**src/rtl/enclave_lifecycle_ctrl.sv**
```systemverilog
module enclave_lifecycle_ctrl #(
  parameter int NSLOT = 4,
  parameter int NENT  = 4,
  parameter int NCORE = 2,
  parameter int DW    = 32,
  parameter int TW    = 2,
  parameter int ROT   = 5,
  localparam int IDW  = $clog2(NSLOT),
  localparam int CW   = (NCORE > 1) ? $clog2(NCORE) : 1
) (
  input  logic                 clk,
  input  logic                 rst_n,
  input  logic                 cmd_valid,
  input  logic [2:0]           cmd_op,
  input  logic [IDW-1:0]       cmd_id,
  input  logic [CW-1:0]        cmd_core,
  input  logic [DW-1:0]        cmd_data,
  input  logic                 cmd_entry,
  input  logic                 cert_ok,
  input  logic                 token_ok,
  output logic                 rsp_valid,
  output logic                 rsp_err,
  output logic [DW-1:0]        rsp_meas,
  output logic [NCORE-1:0]     xlat_flush,
  output logic [NCORE-1:0]     in_encl,
  output logic [NCORE*IDW-1:0] cur_id
);
  localparam int EW  = $clog2(NENT + 1);
  localparam int EIW = $clog2(NENT);
  localparam logic [2:0] OP_CREATE = 3'd0, OP_ADD = 3'd1, OP_EXT = 3'd2, OP_INIT = 3'd3,
                         OP_ENTER  = 3'd4, OP_EXIT = 3'd5, OP_INTR = 3'd6;
  localparam logic [1:0] ST_FREE = 2'd0, ST_BUILD = 2'd1, ST_READY = 2'd2;
  localparam logic [DW-1:0] ADD_SALT = DW'(32'hA5A5_0000);

  logic [1:0]     st   [NSLOT];
  logic [DW-1:0]  meas [NSLOT];
  logic [DW-1:0]  ept  [NSLOT][NENT];
  logic [EW-1:0]  ecnt [NSLOT];
  logic [TW-1:0]  tmax [NSLOT];
  logic [TW-1:0]  tcnt [NSLOT];
  logic [NCORE-1:0] inen, pend;
  logic [IDW-1:0] cur [NCORE];
  logic [IDW-1:0] pid [NCORE];

  function automatic logic [DW-1:0] fold(input logic [DW-1:0] m, input logic [DW-1:0] x);
    return {m[DW-ROT-1:0], m[DW-1:DW-ROT]} ^ x;
  endfunction

  wire [IDW-1:0] xid      = cur[cmd_core];
  wire           building = st[cmd_id] == ST_BUILD;
  wire           ready    = st[cmd_id] == ST_READY;
  wire           ent_room = ecnt[cmd_id] < EW'(NENT);
  wire           thr_room = tcnt[cmd_id] < tmax[cmd_id];
  wire           pend_ok  = !pend[cmd_core] || (pid[cmd_core] == cmd_id);
  wire [DW-1:0]  add_x    = cmd_data ^ ADD_SALT ^ DW'(cmd_entry);

  logic hit;
  always_comb begin
    hit = 1'b0;
    for (int e = 0; e < NENT; e++)
      if (EW'(e) < ecnt[cmd_id] && ept[cmd_id][e] == cmd_data) hit = 1'b1;
  end

  logic acc;
  always_comb begin
    case (cmd_op)
      OP_CREATE: acc = !ready;
      OP_ADD:    acc = building && (!cmd_entry || ent_room);
      OP_EXT:    acc = building;
      OP_INIT:   acc = building && cert_ok && token_ok && (meas[cmd_id] == cmd_data);
      OP_ENTER:  acc = ready && !inen[cmd_core] && pend_ok && thr_room && hit;
      OP_EXIT,
      OP_INTR:   acc = inen[cmd_core];
      default:   acc = 1'b0;
    endcase
  end

  wire go = cmd_valid && acc;

  logic [DW-1:0] meas_nx;
  always_comb begin
    meas_nx = meas[cmd_id];
    if (go) begin
      case (cmd_op)
        OP_CREATE: meas_nx = '0;
        OP_ADD:    meas_nx = fold(meas[cmd_id], add_x);
        OP_EXT:    meas_nx = fold(meas[cmd_id], cmd_data);
        default:   meas_nx = meas[cmd_id];
      endcase
    end
  end

  always_ff @(posedge clk or negedge rst_n) begin
    if (!rst_n) begin
      for (int s = 0; s < NSLOT; s++) begin
        st[s]   <= ST_FREE;
        meas[s] <= '0;
        ecnt[s] <= '0;
        tmax[s] <= '0;
        tcnt[s] <= '0;
        for (int e = 0; e < NENT; e++) ept[s][e] <= '0;
      end
    end else if (go) begin
      meas[cmd_id] <= meas_nx;
      case (cmd_op)
        OP_CREATE: begin
          st[cmd_id]   <= ST_BUILD;
          ecnt[cmd_id] <= '0;
          tmax[cmd_id] <= cmd_data[TW-1:0];
          tcnt[cmd_id] <= '0;
        end
        OP_ADD: if (cmd_entry) begin
          ept[cmd_id][ecnt[cmd_id][EIW-1:0]] <= cmd_data;
          ecnt[cmd_id] <= ecnt[cmd_id] + 1'b1;
        end
        OP_INIT:  st[cmd_id]   <= ST_READY;
        OP_ENTER: tcnt[cmd_id] <= tcnt[cmd_id] + 1'b1;
        OP_EXIT,
        OP_INTR:  tcnt[xid]    <= tcnt[xid] - 1'b1;
        default: ;
      endcase
    end
  end

  always_ff @(posedge clk or negedge rst_n) begin
    if (!rst_n) begin
      inen       <= '0;
      pend       <= '0;
      xlat_flush <= '0;
      for (int c = 0; c < NCORE; c++) begin
        cur[c] <= '0;
        pid[c] <= '0;
      end
    end else begin
      xlat_flush <= '0;
      if (go) begin
        case (cmd_op)
          OP_ENTER: begin
            inen[cmd_core]       <= 1'b1;
            pend[cmd_core]       <= 1'b0;
            cur[cmd_core]        <= cmd_id;
            xlat_flush[cmd_core] <= 1'b1;
          end
          OP_EXIT: begin
            inen[cmd_core]       <= 1'b0;
            xlat_flush[cmd_core] <= 1'b1;
          end
          OP_INTR: begin
            inen[cmd_core]       <= 1'b0;
            pend[cmd_core]       <= 1'b1;
            pid[cmd_core]        <= xid;
            xlat_flush[cmd_core] <= 1'b1;
          end
          default: ;
        endcase
      end
    end
  end

  always_ff @(posedge clk or negedge rst_n) begin
    if (!rst_n) begin
      rsp_valid <= 1'b0;
      rsp_err   <= 1'b0;
      rsp_meas  <= '0;
    end else begin
      rsp_valid <= cmd_valid;
      rsp_err   <= cmd_valid && !acc;
      rsp_meas  <= cmd_valid ? meas_nx : '0;
    end
  end

  assign in_encl = inen;
  for (genvar c = 0; c < NCORE; c++) begin : g_cur
    assign cur_id[c*IDW +: IDW] = inen[c] ? cur[c] : '0;
  end
endmodule


```
**config.mk**
```make
export PLATFORM = sky130hd
export DESIGN_NAME = enclave_lifecycle_ctrl
export DESIGN_NICKNAME = d
export VERILOG_FILES = /design/src/rtl/enclave_lifecycle_ctrl.sv
export SDC_FILE = /design/constraint.sdc
export NUM_CORES = 1
export LEC_CHECK = 0
export ABC_CLOCK_PERIOD_IN_PS = 4350
export BUFFER_PORTS_ARGS = -buffer_cell sky130_fd_sc_hd__buf_2
export CAP_MARGIN = 20
export CELL_PAD_IN_SITES_DETAIL_PLACEMENT = 1
export CELL_PAD_IN_SITES_GLOBAL_PLACEMENT = 1
export CORE_ASPECT_RATIO = 1.5
export CORE_MARGIN = 2
export CORE_UTILIZATION = 53
export CTS_CLUSTER_SIZE = 16
export DETAILED_ROUTE_END_ITERATION = 10
export PLACE_DENSITY = 0.79
export SLEW_MARGIN = 20
export SYNTH_ARGS = -nofsm -noshare
export SYNTH_HDL_FRONTEND = slang
export SYNTH_SLANG_ARGS = --single-unit
```
**constraint.sdc**
```tcl
create_clock -name clk -period 4.35 [get_ports clk]
set_input_delay 0.435 -clock clk [delete_from_list [all_inputs] [get_ports clk]]
set_output_delay 0.435 -clock clk [all_outputs]
set_load 0.03 [all_outputs]
```
==> flow_summary.ini <==
[clock_network]
clockRootBuffer = clkbuf_16
clk_path_buf_depth = 3
cts_tree = done
clk_latency_ps = 650
cts_setup_buffers = 0
clk_pin_slew_worst_paths_ps = 60
numCtsBuffers = 72
cts.sinks = 724
cts.htree.levels = 3

[critical_path]
path_class = input port to flip-flop
worstPathMaxFanout = 43
reg2reg_from = ept[87]
worst_setup_path_start_kind = input port
r2r_cells = 10
worstReg2RegEnd = cur[3]
crit_arrival_ps = 4660
critPathRequiredTime_ps = 4870
end_kind = flip-flop
rrSetupSlack_ps = 290

[yosys]
synth_edf_count = 0
ys_types = 64
synth_top_flop_cell = dfrtp_1
yosys-top-cells-count = dfrtp_1, mux2_2, xnor2_1
syn_nets = 2669
synth.ff_latch_count = 724
yosysMostFrequentCell = dfrtp_1
netlist_instances = 2620
synth_area_um2 = 36000
yosys_warnings = 0
synth.area.top_cells = dfrtp_1, mux2_2, mux4_2
synth_top_area_share_pct = 50.3
ys_seq_area_share_pct = 50.3
synth_async_sr_flop_share_pct = 100
syn_area_per_cell_um2 = 13.7
synth_top_area_cell = dfrtp_1

[floorplanning]
die_y_um = 323
floorplan.initialDensity_pct = 53.3
fp.coreArea_um2 = 67600
die_area_um2 = 70100
pin_count = 86
fp.dieW_um = 217
num_rows = 117

[power]
clockPowerShare_pct = 36.6
p_per_area_nw_per_um2 = 441
sw_frac_of_total_pct = 29.3
switchingPower_mw = 5.32
internal-power_mw = 12.8
combPwrFrac_pct = 19.7
pwr-share-seq_pct = 43.7
irDropWorstVdd_uv = 352
p_total_mw = 18.1
leakage_nw = 19.3

[cells_and_area]
diodes = 0
area_delta_synth_final_pct = 14.1
design_area_um2 = 41100
drive_gt1_share_pct = 41.3
final_nets = 2806

[route]
vias = 23520
first_pass_iters = 8
wire_per_inst_um = 29.8
drtIter0Drc = 1844
via_per_inst = 6.34
ant_nets = 0
drt_wl_total_um = 110000
drc_errors = 0

[placed_design]
io_buffers = 85
place_hpwl_um = 73500
dpl_cell_area_um2 = 38600
gp_congestion = 0.890
post-place-ws_ps = -622

[timing]
slew_violations = 0
fin_skew_ps = 33.4
fin_crit_ps = 4150
fin_crit_sh_pct = 95.3
hold_viol = 0
tightest_slew_ps = 1240
max_freq_mhz = 241
setup_violations = 0
max_slew_margin_pct = 16.6
final.setup.tns_ps = 0
rsz0062_at_grt = no
holdWs_ps = 119
worst_slack_ps = 205

[min_path]
hp-start = cmd_valid
whs_path_depth = 1
min_path_type = input port to flip-flop
holdPathEnd = rsp_valid

[global_routing]
overflow = 0
antenna_found_initial = 1
grt_pass1_vias = 27204
grt_max_degree = 118
track_usage_pct = 32.5
grt_pass1_wl_um = 171000

[outcome]
outcome = finished, final reports clean

[flow_run]
maxCapViolCount = 0
-- critical path: stages --
cell and delay, ps:
buf_8 270, buf_4 300, mux4_2 550, xnor2_1 210, nand2_1 130, nor4_1 950, nand4_1 230, o2111ai_2 250
a22oi_4 110, buf_4 370, nor3_1 420, mux2_2 390
-- worst max path at each step --
stage	startpoint	end	slack [ps]	depth (start not counted)
after floorplan	cmd_id[0]	meas[44]	40	17
after global placement	cmd_id[0]	rsp_meas[5]	-560	14
after detailed placement	cmd_id[0]	meas[55]	-620	13
after CTS	cmd_id[0]	cur[3]	200	12
after global routing	cmd_id[0]	cur[3]	200	13
final	cmd_id[0]	cur[3]	200	12
-- cell usage in the layout (no fill, tap or decap), drive strengths merged, types with 26 or more instances in the layout --
| cell type | netlist | routed |
|---|---|---|
| inv | 26 | 26 |
| nand2 | 109 | 109 |
| nor3 | 42 | 42 |
| mux4 | 147 | 147 |
| mux2i | 75 | 75 |
| xnor2 | 149 | 149 |
| dfrtp | 724 | 724 |
| o21ai | 136 | 136 |
| nand4 | 33 | 33 |
| xor2 | 49 | 49 |
| buf | 124 | 297 |
| clkbuf | 111 | 104 |
| o22ai | 37 | 37 |
| nor2 | 41 | 41 |
| mux2 | 643 | 643 |
-- power groups by stage --
stage	registers [mW]	clock network [mW]	logic, mW
after floorplan	7.98	0	2.13
after global placement	7.95	0	3.31
after detailed placement	8.03	0	3.47
after CTS	7.92	6.75	3.54
after global routing	8.02	6.99	3.79
final	7.93	6.65	3.57
-- cell type report --
type	instances	area, um2
multi-input cells	1634	16500
inverters	27	101
clock inverters	29	304
clock buffers	104	2230
well taps	892	1120
fillers	6352	26500
flip-flops and latches	724	18100
repair buffers	298	2700
-- sequential cells by signal (all words and copies together), names as in the netlist, named ones only --
signal      cells
ept           512
meas          128
rsp_meas       32
ecnt           12
tcnt            8
tmax            8
cur             4
pid             4
xlat_flush      2
rsp_err         1
rsp_valid       1
-- kinds of logic (layout without fill, tap and decap cells) --
kind of cell,Yosys count,after routing,share of synthesized area (%)
DFF,724,724,50.3
AOI/OAI and AO/OA,273,273,4.76
buffers and inverters,262,458,3.79
and+or+nand+nor,293,293,4.78
adders and majority gates,5,5,0.174
muxes,865,865,31.4
xor gates and xnor gates,198,198,4.81
-- stage by stage --
| step | util [%] | instances |
|---|---|---|
| detailed placement | 57.0 | 3574 |
| floorplan | - | 2620 |
| finish | 60.8 | 3708 |
| CTS | 60.8 | 3708 |
| global route | 60.8 | 3708 |
| global placement | 57.0 | 3574 |
-- layer usage --
layer / up-vias / GRT usage, % / wire length (um)
met1: 12605 / 36.3 / 39600
met4: 2 / 21.2 / 7550
li1: 9780 / - / -
met3: 336 / 4.17 / 4860
met2: 797 / 58.5 / 58400
met5: - / 0 / 13
-- timing repair --
| item | CTS | global route |
|---|---|---|
| setup endpoints to repair | 168 | 3 |
| hold buffers | 1 | 0 |
| resized for setup | 1 | 1 |
| endpoints found under the hold margin | 103 | 0 |
(Power assumes the default switching activity.)
